File: config.mk
export PLATFORM = sky130hd
export DESIGN_NAME = uart_irq_ident
export DESIGN_NICKNAME = d
export VERILOG_FILES = /design/src/rtl/uart_irq_pkg.sv /design/src/rtl/uart_irq_enable.sv /design/src/rtl/uart_irq_qualify.sv /design/src/rtl/uart_irq_arbiter.sv /design/src/rtl/uart_irq_ident.sv
export SDC_FILE = /design/constraint.sdc
export NUM_CORES = 1
export LEC_CHECK = 0
export BUFFER_PORTS_ARGS = -buffer_cell sky130_fd_sc_hd__buf_2
export CAP_MARGIN = 0
export CORE_UTILIZATION = 32
export CTS_CLUSTER_DIAMETER = 200
export CTS_CLUSTER_SIZE = 28
export DETAILED_ROUTE_END_ITERATION = 10
export GPL_TIMING_DRIVEN = 0
export PLACE_DENSITY_LB_ADDON = 0.15
export SYNTH_ARGS = -nofsm -noshare
export SYNTH_HDL_FRONTEND = slang
export SYNTH_SLANG_ARGS = --single-unit
File: constraint.sdc
create_clock -name clk_i -period 1.7 [get_ports clk_i]
set_input_delay 0.085 -clock clk_i [delete_from_list [all_inputs] [get_ports clk_i]]
set_output_delay 0.085 -clock clk_i [all_outputs]
set_load 0.01 [all_outputs]
File: src/rtl/uart_irq_pkg.sv
package uart_irq_pkg;
  localparam int NUM_SRC = 5;
  // source index doubles as priority rank, 0 highest
  localparam int SRC_LINE    = 0;
  localparam int SRC_TIMEOUT = 1;
  localparam int SRC_RXDATA  = 2;
  localparam int SRC_THRE    = 3;
  localparam int SRC_MODEM   = 4;

  // enable register bit positions
  localparam int EN_RX    = 0;
  localparam int EN_THRE  = 1;
  localparam int EN_LINE  = 2;
  localparam int EN_MODEM = 3;

  localparam logic [7:0] LSR_ERR_MASK = 8'h1E;

  typedef enum logic [3:0] {
    ID_MODEM   = 4'h0,
    ID_NONE    = 4'h1,
    ID_THRE    = 4'h2,
    ID_RXDATA  = 4'h4,
    ID_LINE    = 4'h6,
    ID_TIMEOUT = 4'hC
  } irq_id_e;

  function automatic logic [3:0] src_code(input int idx);
    case (idx)
      SRC_LINE:    src_code = ID_LINE;
      SRC_TIMEOUT: src_code = ID_TIMEOUT;
      SRC_RXDATA:  src_code = ID_RXDATA;
      SRC_THRE:    src_code = ID_THRE;
      default:     src_code = ID_MODEM;
    endcase
  endfunction
endpackage

File: src/rtl/uart_irq_enable.sv
module uart_irq_enable
  import uart_irq_pkg::*;
(
  input  logic       clk_i,
  input  logic       rst_ni,
  input  logic       ier_we_i,
  input  logic [3:0] ier_wdata_i,
  input  logic       iir_rd_i,
  input  logic       id_is_thre_i,
  input  logic       thr_wr_i,
  input  logic       thre_set_i,
  input  logic       thr_empty_i,
  output logic [3:0] ier_o,
  output logic       thre_pend_o
);
  logic [3:0] ier_q;
  logic       pend_q, pend_d, en_toggle;

  assign en_toggle = ier_we_i && (ier_wdata_i[EN_THRE] != ier_q[EN_THRE]);

  always_comb begin
    pend_d = pend_q;
    if (en_toggle)                      pend_d = ier_wdata_i[EN_THRE] & thr_empty_i;
    else if (thr_wr_i)                  pend_d = 1'b0;
    else if (thre_set_i)                pend_d = 1'b1;
    else if (iir_rd_i && id_is_thre_i)  pend_d = 1'b0;
  end

  always_ff @(posedge clk_i or negedge rst_ni) begin
    if (!rst_ni) begin
      ier_q  <= '0;
      pend_q <= 1'b0;
    end else begin
      if (ier_we_i) ier_q <= ier_wdata_i;
      pend_q <= pend_d;
    end
  end

  assign ier_o       = ier_q;
  assign thre_pend_o = pend_q;


  ier_toggle_resample_chk: assert property (@(posedge clk_i) disable iff (!rst_ni)
    (ier_we_i && (ier_wdata_i[EN_THRE] != ier_o[EN_THRE]))
      |=> (thre_pend_o == ($past(ier_wdata_i[EN_THRE]) && $past(thr_empty_i))));

  id_read_clear_chk: assert property (@(posedge clk_i) disable iff (!rst_ni)
    (iir_rd_i && id_is_thre_i && !ier_we_i && !thr_wr_i && !thre_set_i) |=> !thre_pend_o);

  thr_write_clear_chk: assert property (@(posedge clk_i) disable iff (!rst_ni)
    (thr_wr_i && !ier_we_i) |=> !thre_pend_o);

  ier_store_chk: assert property (@(posedge clk_i) disable iff (!rst_ni)
    ier_we_i |=> (ier_o == $past(ier_wdata_i)));
endmodule

File: src/rtl/uart_irq_qualify.sv
module uart_irq_qualify
  import uart_irq_pkg::*;
#(
  parameter int CNT_W = 5
) (
  input  logic [3:0]         ier_i,
  input  logic               fifo_en_i,
  input  logic [7:0]         lsr_i,
  input  logic [CNT_W-1:0]   rx_count_i,
  input  logic [CNT_W-1:0]   rx_level_i,
  input  logic               rx_timeout_i,
  input  logic               thre_pend_i,
  input  logic [3:0]         msr_delta_i,
  output logic [NUM_SRC-1:0] req_o
);
  logic rx_ready;

  // in FIFO mode data must also reach the trigger level
  assign rx_ready = lsr_i[0] && (!fifo_en_i || (rx_count_i >= rx_level_i));

  always_comb begin
    req_o              = '0;
    req_o[SRC_LINE]    = ier_i[EN_LINE]  && |(lsr_i & LSR_ERR_MASK);
    req_o[SRC_TIMEOUT] = ier_i[EN_RX]    && rx_timeout_i;
    req_o[SRC_RXDATA]  = ier_i[EN_RX]    && rx_ready;
    req_o[SRC_THRE]    = ier_i[EN_THRE]  && thre_pend_i;
    req_o[SRC_MODEM]   = ier_i[EN_MODEM] && |msr_delta_i;
  end
endmodule

File: src/rtl/uart_irq_arbiter.sv
module uart_irq_arbiter
  import uart_irq_pkg::*;
#(
  parameter int N = NUM_SRC
) (
  input  logic         clk_i,
  input  logic         rst_ni,
  input  logic [N-1:0] req_i,
  output logic [3:0]   id_o,
  output logic         irq_o
);
  logic [N-1:0] blocked, grant;

  for (genvar i = 0; i < N; i++) begin : g_rank
    if (i == 0) begin : g_top
      assign blocked[i] = 1'b0;
    end else begin : g_low
      assign blocked[i] = blocked[i-1] | req_i[i-1];
    end
    assign grant[i] = req_i[i] & ~blocked[i];
  end

  always_comb begin
    id_o = ID_NONE;
    for (int i = 0; i < N; i++)
      if (grant[i]) id_o = src_code(i);
  end

  assign irq_o = |req_i;


  single_grant_chk: assert property (@(posedge clk_i) disable iff (!rst_ni) $onehot0(grant));

  irq_id_agree_chk: assert property (@(posedge clk_i) disable iff (!rst_ni)
    irq_o == (id_o != ID_NONE));
endmodule

File: src/rtl/uart_irq_ident.sv
module uart_irq_ident
  import uart_irq_pkg::*;
#(
  parameter int FIFO_DEPTH = 16,
  localparam int CNT_W = $clog2(FIFO_DEPTH + 1)
) (
  input  logic             clk_i,
  input  logic             rst_ni,
  input  logic             ier_we_i,
  input  logic [7:0]       ier_wdata_i,
  input  logic             iir_rd_i,
  input  logic             thr_wr_i,
  input  logic             thre_set_i,
  input  logic             thr_empty_i,
  input  logic             fifo_en_i,
  input  logic [7:0]       lsr_i,
  input  logic [CNT_W-1:0] rx_count_i,
  input  logic [CNT_W-1:0] rx_level_i,
  input  logic             rx_timeout_i,
  input  logic [3:0]       msr_delta_i,
  output logic [3:0]       ier_o,
  output logic [7:0]       iir_o,
  output logic             irq_o
);
  logic [NUM_SRC-1:0] req;
  logic [3:0]         id;
  logic               thre_pend;

  uart_irq_enable u_enable (
    .clk_i        (clk_i),
    .rst_ni       (rst_ni),
    .ier_we_i     (ier_we_i),
    .ier_wdata_i  (ier_wdata_i[3:0]),
    .iir_rd_i     (iir_rd_i),
    .id_is_thre_i (id == ID_THRE),
    .thr_wr_i     (thr_wr_i),
    .thre_set_i   (thre_set_i),
    .thr_empty_i  (thr_empty_i),
    .ier_o        (ier_o),
    .thre_pend_o  (thre_pend)
  );

  uart_irq_qualify #(.CNT_W(CNT_W)) u_qualify (
    .ier_i        (ier_o),
    .fifo_en_i    (fifo_en_i),
    .lsr_i        (lsr_i),
    .rx_count_i   (rx_count_i),
    .rx_level_i   (rx_level_i),
    .rx_timeout_i (rx_timeout_i),
    .thre_pend_i  (thre_pend),
    .msr_delta_i  (msr_delta_i),
    .req_o        (req)
  );

  uart_irq_arbiter #(.N(NUM_SRC)) u_arbiter (
    .clk_i  (clk_i),
    .rst_ni (rst_ni),
    .req_i  (req),
    .id_o   (id),
    .irq_o  (irq_o)
  );

  assign iir_o = {{2{fifo_en_i}}, 2'b00, id};


  line_needs_error_chk: assert property (@(posedge clk_i) disable iff (!rst_ni)
    (iir_o[3:0] == ID_LINE) |-> (ier_o[EN_LINE] && |(lsr_i & LSR_ERR_MASK)));

  timeout_gated_chk: assert property (@(posedge clk_i) disable iff (!rst_ni)
    !ier_o[EN_RX] |-> (iir_o[3:0] != ID_TIMEOUT));

  fifo_flag_bits_chk: assert property (@(posedge clk_i) disable iff (!rst_ni)
    (iir_o[7:4] == (fifo_en_i ? 4'hC : 4'h0)));

  irq_level_chk: assert property (@(posedge clk_i) disable iff (!rst_ni)
    irq_o == (iir_o[3:0] != ID_NONE));
endmodule

== After elaboration in Yosys (flattened, before gate mapping) ==
Index checks and enable logic that the tools add are counted.

* Bitwise operators: 12
* Muxes and demuxes: 9
* Equal/unequal tests: 2
* Reduce and logical (&&, ||, !) cells: 14
* $lt $le $gt $ge: 1

{| class="wikitable"
|+ Operators with widths
! operator !! count
|-
| two-way mux 4 bit || 4
|-
| logical AND 1 bit || 8
|-
| OR reduction 4 bit || 2
|-
| bitwise AND 1 bit || 5
|-
| >= comparator 5 bit || 1
|-
| OR reduction 5 bit || 1
|-
| equality test 4 x 2 -> 1 bit, second input constant || 1
|-
| two-way mux 1 bit || 4
|-
| NOT 1 bit || 4
|-
| nonzero test 4 bit || 1
|-
| two-way mux 3 bit || 1
|-
| OR 1 bit || 3
|-
| logical NOT 1 bit || 1
|-
| logical OR 1 bit || 1
|-
| != test 1 bit || 1
|}

* Input port bits: 39
* Output and inout bits: 13
* Word-level logic and storage cells: 40
* Flip-flop bits (word level): 5

== Depth between registers and ports, before layout ==
Gate-level depths: netlist of run 1.

* Word-level depth: 15
* Mapped depth: 6
* Depth with buffers taken out: 6

== Modules after synthesis ==
From an unflattened synthesis of run 1, not the netlist that was laid out.

* Cell total of the unflattened synthesis: 50
* Area total of the unflattened synthesis: 480.5 sq um

{| class="wikitable"
|+ By module, submodules not included
! module !! cells an instance !! area each (sq um) !! instances !! sequential area each (sq um)
|-
| uart_irq_enable || 16 || 224.0 || 1 || 125.1
|-
| uart_irq_qualify || 22 || 163.9 || 1 || 0.0
|-
| uart_irq_ident || 6 || 48.8 || 1 || 0.0
|-
| uart_irq_arbiter || 6 || 43.8 || 1 || 0.0
|}

== Worst setup path before layout of run 1 ==
No wires, ideal clock.

* Kind: input to output
* From: in rx_level_i[4]
* To: out irq_o
* Path slack: 224 ps
* Arrival: 1391 ps
* Stages: 5
* Cells stage by stage: inv_1 > ha_1 > a211oi_1 > o21ai_0 > or4_2

* Cells in the longest elaborated chain, start to end: 5

{| class="wikitable"
|+ Ends and longest elaborated chain
! item !! line !! source
|-
| start: declaration || uart_irq_ident.sv:18 || <nowiki>input logic [CNT_W-1:0] rx_level_i,</nowiki>
|-
| >= comparator 5 bit || uart_irq_qualify.sv:19 || <nowiki>assign rx_ready = lsr_i[0] && (!fifo_en_i || (rx_count_i >= rx_level_i));</nowiki>
|-
| logical OR 1 bit || uart_irq_qualify.sv:19 ||
|-
| logical AND 1 bit || uart_irq_qualify.sv:19 ||
|-
| logical AND 1 bit || uart_irq_qualify.sv:25 || <nowiki>req_o[SRC_RXDATA] = ier_i[EN_RX] && rx_ready;</nowiki>
|-
| OR reduction 5 bit || uart_irq_arbiter.sv:29 || <nowiki>assign irq_o = |req_i;</nowiki>
|-
| end: declaration || uart_irq_ident.sv:23 || <nowiki>output logic irq_o</nowiki>
|}

No other way between the ends.

== Final worst setup path of run 1 ==
* From: reg u_enable.ier_q[2] (netlist: u_enable.ier_o[2])
* To: out irq_o

* Cells in the longest elaborated chain, start to end: 2

{| class="wikitable"
|+ Ends and longest elaborated chain
! item !! line !! source
|-
| start: declaration || uart_irq_enable.sv:16 || <nowiki>logic [3:0] ier_q;</nowiki>
|-
| start signal: assignment || uart_irq_enable.sv:34 || <nowiki>if (ier_we_i) ier_q <= ier_wdata_i;</nowiki>
|-
| logical AND 1 bit || uart_irq_qualify.sv:23 || <nowiki>req_o[SRC_LINE] = ier_i[EN_LINE] && |(lsr_i & LSR_ERR_MASK);</nowiki>
|-
| OR reduction 5 bit || uart_irq_arbiter.sv:29 ||
|}

No other way between the ends.

==> metrics.txt, run 1 <==
Synth Area in Simple Gates 16.1%; Cell Rows 13; Area growth, synth to finish 64.9%; drt pass-1 iters 2; crit share post-route 92.2%; post-layout min period 1570 ps; worst r2r dst u_enable.thre_pend_o; crit-path max FO 5; clk buf depth 2; Syn Area/Cell 9.00 µm²; Peak VDD IR 0.000468 V; status finished, final reports clean; Root Buffer clkbuf_4; Vias/cell 4.76; Synth Warn # 0; crit path to irq_o; ratio of cells with drive above 1 in the final layout 59.0%; post-route ant nets 0; post-synth cell types 26; antenna violations before repair 0; Critical-path top delay cell or4_4; Synth Area in Adders 13.6%; Top Ports 52; max incr delay on CP 530 ps; DR WL/cell 9.48 µm; most common cell in the netlist inv_1; CTS tree done; sequential element share of the synthesized area 27.2%; clk slew on worst S/H paths 40 ps; Cell Pwr Density 598 mW/mm²; Fmax 0.638 GHz; Hold Vio Cnt, Final 0; CTS sink cnt 5; origin of the critical flop-to-flop path u_enable.ier_o[2]; mapped cell area 459 µm²; first-pass GRT wire length 1700 µm; DRC viols 0; die area 0.00159 mm²; RSZ-0062 raised after global routing false; worst setup path startpoint u_enable.ier_o[2]; vias in the first global route 473; Port Buf Inserts 42; clk_lat worst skew 240 ps; HPWL Detailed 940 µm; Post-synth EDFFs 0; final setup violation count 0; R2R Setup Slk 250 ps; global-route usage over all layers 16.1%; RD Place Congestion 0.629; largest net degree at the start of global routing 7; ys async rst share 100%; Synth top cells by count inv_1 (6), dfrtp_1 (5), ha_1 (5); cell family with most CP delay simple AND/OR/NAND/NOR gates; Antenna diodes 0; final WL 1090 µm; crit path buf inv count 1; mux cell area share after synthesis 9.81%; synthesis-stage register bit count 5; leakage power 0.416 nW; Die W 39.9 µm; Worst EP required 1620 ps; worst-case reg-to-reg path depth 3; WS Path Type reg -> out; max-cap violations 0; remaining global-route overflow 0; Starting Density 34.9%; Core ar. 0.00132 mm²; Levels on crit path 3; Arrival @ worst endpoint 1480 ps; worst hold path class in -> reg; top_reg_cell synth dfrtp_1; Fin Setup TNS 0 ps; largest family of logic cells by synthesized area compound AO/OA/AOI/OAI gates; compound-gate portion of the synthesized area 21.0%; xor/xnor cell area share of the yosys netlist 0%; total power 0.453 mW; CTS buffer count 3; top cells by area, synth dfrtp_1 (27%), ha_1 (14%), mux2_2 (9.8%); CP Launch Type flip-flop; H-tree levels 1; Syn Inst Count 51; Final #Nets 145; routed vias 547; worst-path cell chain o41a_1, or4_4, buf_6; Final Max Tran Viols 0; hold depth 2; most area-hungry cell type in the Yosys netlist dfrtp_1; endpoint type of the worst setup path output port; die height 39.9 µm; 1st-iter DRT viols 6; worst clock skew 3.12 ps; Synth top area share 27.2%
## power breakdown
part	total, mW	internal [mW]	switching (mW)	leakage [nW]
clock	0.137	0.0887	0.0483	0.0150
combinational	0.173	0.0959	0.0772	0.341
sequential	0.143	0.132	0.0109	0.0594
## worst reg2reg max path: stages (launching register included)
cell and delay, ps:
dfrtp_1 400, o41a_1 170, or4b_1 510, o31a_1 250
## through the flow
| stage | hold slack (ps) | utilization (%) | cell area (µm²) | setup slack [ps] | instances |
|---|---|---|---|---|---|
| finish | 76.3 | 57.5 | 757 | 132 | 115 |
| global route | 68.2 | 57.5 | 757 | 52.8 | 115 |
| detailed placement | -98.3 | 52.5 | 692 | -93.2 | 109 |
| CTS | 71.0 | 57.5 | 757 | 111 | 115 |
| floorplan | -211 | - | 463 | 224 | 52 |
| global placement | -97.0 | 52.5 | 692 | -79.7 | 109 |
## how the worst min path moves through the flow
stage                        endpoint           start
CTS                 u_enable.ier_o[0]  ier_wdata_i[0]
global placement    u_enable.ier_o[1]          rst_ni
detailed placement  u_enable.ier_o[1]          rst_ni
global route        u_enable.ier_o[3]  ier_wdata_i[3]
floorplan           u_enable.ier_o[0]          rst_ni
finish              u_enable.ier_o[0]  ier_wdata_i[0]
## cells in the final DEF, fill, tap and decap left out
| master | count |
|---|---|
| a211oi_2 | 1 |
| a21boi_0 | 1 |
| a21oi_1 | 1 |
| a21oi_2 | 1 |
| buf_2 | 41 |
| buf_4 | 5 |
| buf_6 | 1 |
| clkbuf_1 | 1 |
| clkbuf_4 | 3 |
| conb_1 | 2 |
| dfrtp_1 | 5 |
| dlygate4sd3_1 | 1 |
| ha_1 | 5 |
| inv_1 | 6 |
| mux2_2 | 4 |
| nand2_1 | 4 |
| nand2b_1 | 1 |
| nand3_1 | 2 |
| nand4_1 | 1 |
| nor2_1 | 1 |
| nor4_1 | 1 |
| o21a_1 | 1 |
| o21ai_2 | 1 |
| o21bai_1 | 1 |
| o22ai_1 | 1 |
| o31a_1 | 1 |
| o31ai_1 | 1 |
| o41a_1 | 1 |
| o41ai_1 | 2 |
| or3_2 | 1 |
| or4_4 | 1 |
| or4b_1 | 1 |
## routing by layer
metal | global-route usage (%) | routed length, µm
met3 | 3.41 | 88
met4 | 7.76 | 0
met5 | 0 | 0
met1 | 19.0 | 475
met2 | 27.0 | 526
## cell families after synthesis
group | after synthesis
adders and majority gates | 5
muxes | 4
AOI/OAI and AO/OA | 13
other | 1
buffers and inverters | 10
and+or+nand+nor | 13
DFF | 5
## flip-flops by register name (all words and copies together), names as in the netlist
name,flops
u_enable.ier_o,4
u_enable.thre_pend_o,1
## layout make-up
cell class,count,area [µm²]
clock buffers,4,26.3
well taps,15,18.8
repair buffers,44,234
fillers,137,561
flip-flops and latches,5,125
inverters,6,22.5
multi-input cells,37,300
plain buffers,4,30.0
## what timing repair did
action | CTS | global route
resized for setup | 6 | 0
endpoints found under the hold margin | 5 | 0
hold buffers | 1 | 0
buffers inserted | 1 | 0
setup endpoints to repair | 1 | 0
Power figures use the tool's default switching activity.
==> run 2: changes to the inputs <==
ABC_AREA = 1   (was not set)
CORE_MARGIN = 1   (was not set)
CORE_UTILIZATION = 33   (was 32)
==> run 2 against run 1 <==
Cell area is 0.83% lower. Final cell count grew 17%. Combinational power is 9% lower. Fmax grew 15%. Area after synthesis is 4.9% higher. Worst setup slack improved by 200 ps. Critical path depth grew 4. Register-to-register slack better by 410 ps. Flip-flop and latch count unchanged. Die area is 1.6% higher. Clock power barely moved.
==> metrics.txt, run 2 <==
number of flip-flops in the largest register 4 (unchanged); clk_lat worst skew 240 ps (about the same); worst clock skew 1.87 ps (-1.25 ps); antenna violations before repair 0 (unchanged); largest family of logic cells by synthesized area simple AND/OR/NAND/NOR gates; Hold Vio Cnt, Final 0 (unchanged); post-synth cell types 18 (-31%); Port Buf Inserts 42 (unchanged); worst setup path startpoint u_enable.ier_o[0]; Worst EP required 1620 ps (about the same); ys async rst share 100% (unchanged); Setup Buffers After CTS 0 (-1); Synth Warn # 0 (unchanged); crit share post-route 80.4% (-12 points); DRC viols 0 (unchanged); post-layout min period 1370 ps (-202 ps); Fin Setup TNS 0 ps (unchanged); origin of the critical flop-to-flop path u_enable.ier_o[1]; # resized after CTS 0 (-6); worst-case reg-to-reg path depth 5 (+2); Post-CTS Hold Buffers 1 (unchanged); routed vias 566 (+3.5%); Sw Share 31.0% (+0.85 points); most common cell in the netlist nand2_1; Synth Area in Adders 13.0% (-0.64 points); NetSw 0.134 mW (-1.4%); Synth top area share 26.0% (-1.3 points); Cell Pwr Density 578 mW/mm² (-3.4%); internal power 0.300 mW (-5.3%); Syn Area/Cell 6.78 µm² (-25%); worst r2r dst u_enable.thre_pend_o; Cell Rows 13 (unchanged); fill cell count 138 (+0.73%); hold path start ier_wdata_i[3]; R2R Setup Slk 660 ps (+410 ps); largest net degree at the start of global routing 8 (+1); Place WS 375 ps (+468 ps); status finished, final reports clean; clk buf depth 2 (unchanged); final setup violation count 0 (unchanged); endpoint type of the worst setup path output port; Gate power share 36.3% (-1.9 points); sequential element share of the synthesized area 26.0% (-1.3 points); remaining global-route overflow 0 (unchanged); Final #Nets 164 (+13%); Vias/cell 4.22 (-11%); Final Max Tran Viols 0 (unchanged); max-cap violations 0 (unchanged); most area-hungry cell type in the Yosys netlist dfrtp_1; Die W 40.2 µm (+0.81%); clk slew on worst S/H paths 40 ps (about the same); mux cell area share after synthesis 4.68% (-5.1 points); sequential share of power 32.4% (+0.9 points); Synth Area in Simple Gates 26.2% (+10 points); die area 0.00162 mm² (+1.6%); H-tree levels 1 (unchanged); multi-input combinational cell area 270 µm² (-10%); crit path to irq_o; Root Buffer clkbuf_4; worst hold path class in -> reg; top_reg_cell synth dfrtp_1; Starting Density 36.1% (+1.3 points); RD Place Congestion 0.638 (+1.4%); Syn Inst Count 71 (+39%); ratio of cells with drive above 1 in the final layout 46.2% (-13 points); mapped cell area 482 µm² (+4.9%); most frequent cells in the layout buf_2 (42), nand2_1 (18), inv_1 (16); Clk pwr share 31.4% (+1.2 points); vias in the first global route 431 (-8.9%); Setup WS post-layout 333 ps (+202 ps); Top Ports 52 (unchanged); RSZ-0062 raised after global routing false; Area growth, synth to finish 55.8%; Fmax 0.732 GHz (+15%); compound-gate portion of the synthesized area 10.6% (-10 points); Core ar. 0.00133 mm² (+1.2%); 1st-iter DRT viols 3 (-3); top cells by area, synth dfrtp_1 (26%), nand2_1 (14%), ha_1 (13%); crit-path max FO 4 (-1); CTS sink cnt 5 (unchanged); CTS buffer count 3 (unchanged); CTS tree done; WS Path Type reg -> out; Synth top cells by count nand2_1 (18), inv_1 (16), dfrtp_1 (5), ha_1 (5), nor2_1 (5); xor/xnor cell area share of the yosys netlist 0% (unchanged); Antenna diodes 0 (unchanged); DR WL/cell 7.31 µm (-23%); drt pass-1 iters 3 (+1); final WL 979 µm (-10%); post-route ant nets 0 (unchanged); synthesis-stage register bit count 5 (unchanged); Peak VDD IR 0.000530 V (+13%); first-pass GRT wire length 1510 µm (-11%); Reg area 125 µm² (unchanged); commonest non-fill, non-tap cell in the layout buf_2; CP Launch Type flip-flop; global-route usage over all layers 14.2% (-1.9 points); Arrival @ worst endpoint 1280 ps (-200 ps); Post-synth EDFFs 0 (unchanged); leakage power 0.485 nW (+17%); die height 40.2 µm (+0.81%); HPWL Detailed 871 µm (-7.3%)
run 2: cell types whose count changed in the layout (fill, tap and decap cells not counted), sizes merged, moves of 2 or more:
cell and change:
inv +10, o21ai +3, nand2 +14, mux2 -2, o41ai -2, nor2 +6
run 2: final cells by class:
cell class,instances,share of cell area (%)
multi-input combinational,47,36.0
sequential,5,16.7
inverter,16,8.00
tap,15,2.50
timing repair buffer,43,29.3
clock buffer,4,3.50
buffer,4,4.00
run 2: metal layers:
metal  track usage (%)  share of wire, %  up-vias
met5                 0                 0        -
met4              10.0               1.6        0
met3              3.89                11        2
met2              23.0                48       23
met1              16.0                39      229
li1                  -                 -      312
run 2: through the flow:
stage | instance area [µm²] | std cells | hold slack, ps | total power [mW] | util (%)
after floorplan | 485 | 72 | -211 | 0.227 | -
after global placement | 714 | 129 | -96.5 | 0.298 | 53.6
after detailed placement | 714 | 129 | -96.2 | 0.301 | 53.6
after CTS | 751 | 134 | 53.1 | 0.443 | 56.3
after global routing | 751 | 134 | 57.8 | 0.481 | 56.3
final | 751 | 134 | 54.3 | 0.434 | 56.3
run 2: worst min path at each step:
stage                     cells after the start                end  slack [ps]
after floorplan                               0  u_enable.ier_o[0]        -210
after global placement                        1  u_enable.ier_o[3]        -100
after detailed placement                      1  u_enable.ier_o[3]        -100
after CTS                                     3  u_enable.ier_o[3]          50
after global routing                          3  u_enable.ier_o[3]          60
final                                         3  u_enable.ier_o[3]          50
run 2: worst max-delay path: stages (launching register included):
cell and delay (ps):
dfrtp_1 410, nand2_1 90, inv_1 50, nor2_2 130, nand3_1 110, nor2_2 100, inv_1 40, buf_2 130
run 2: power by group through the flow:
stage	sequential (mW)	clock, mW	combinational [mW]
final	0.140	0.136	0.157
after global routing	0.143	0.153	0.185
after CTS	0.141	0.141	0.161
after detailed placement	0.143	0	0.158
after global placement	0.142	0	0.156
after floorplan	0.146	0	0.0815
run 2: kinds of logic after synthesis:
group | count (synthesis)
AND/OR/NAND/NOR | 30
other | 1
AO/OA/AOI/OAI | 8
buffers and inverters | 20
flip-flops | 5
multiplexers | 2
adder cells (fa/ha/maj) | 5
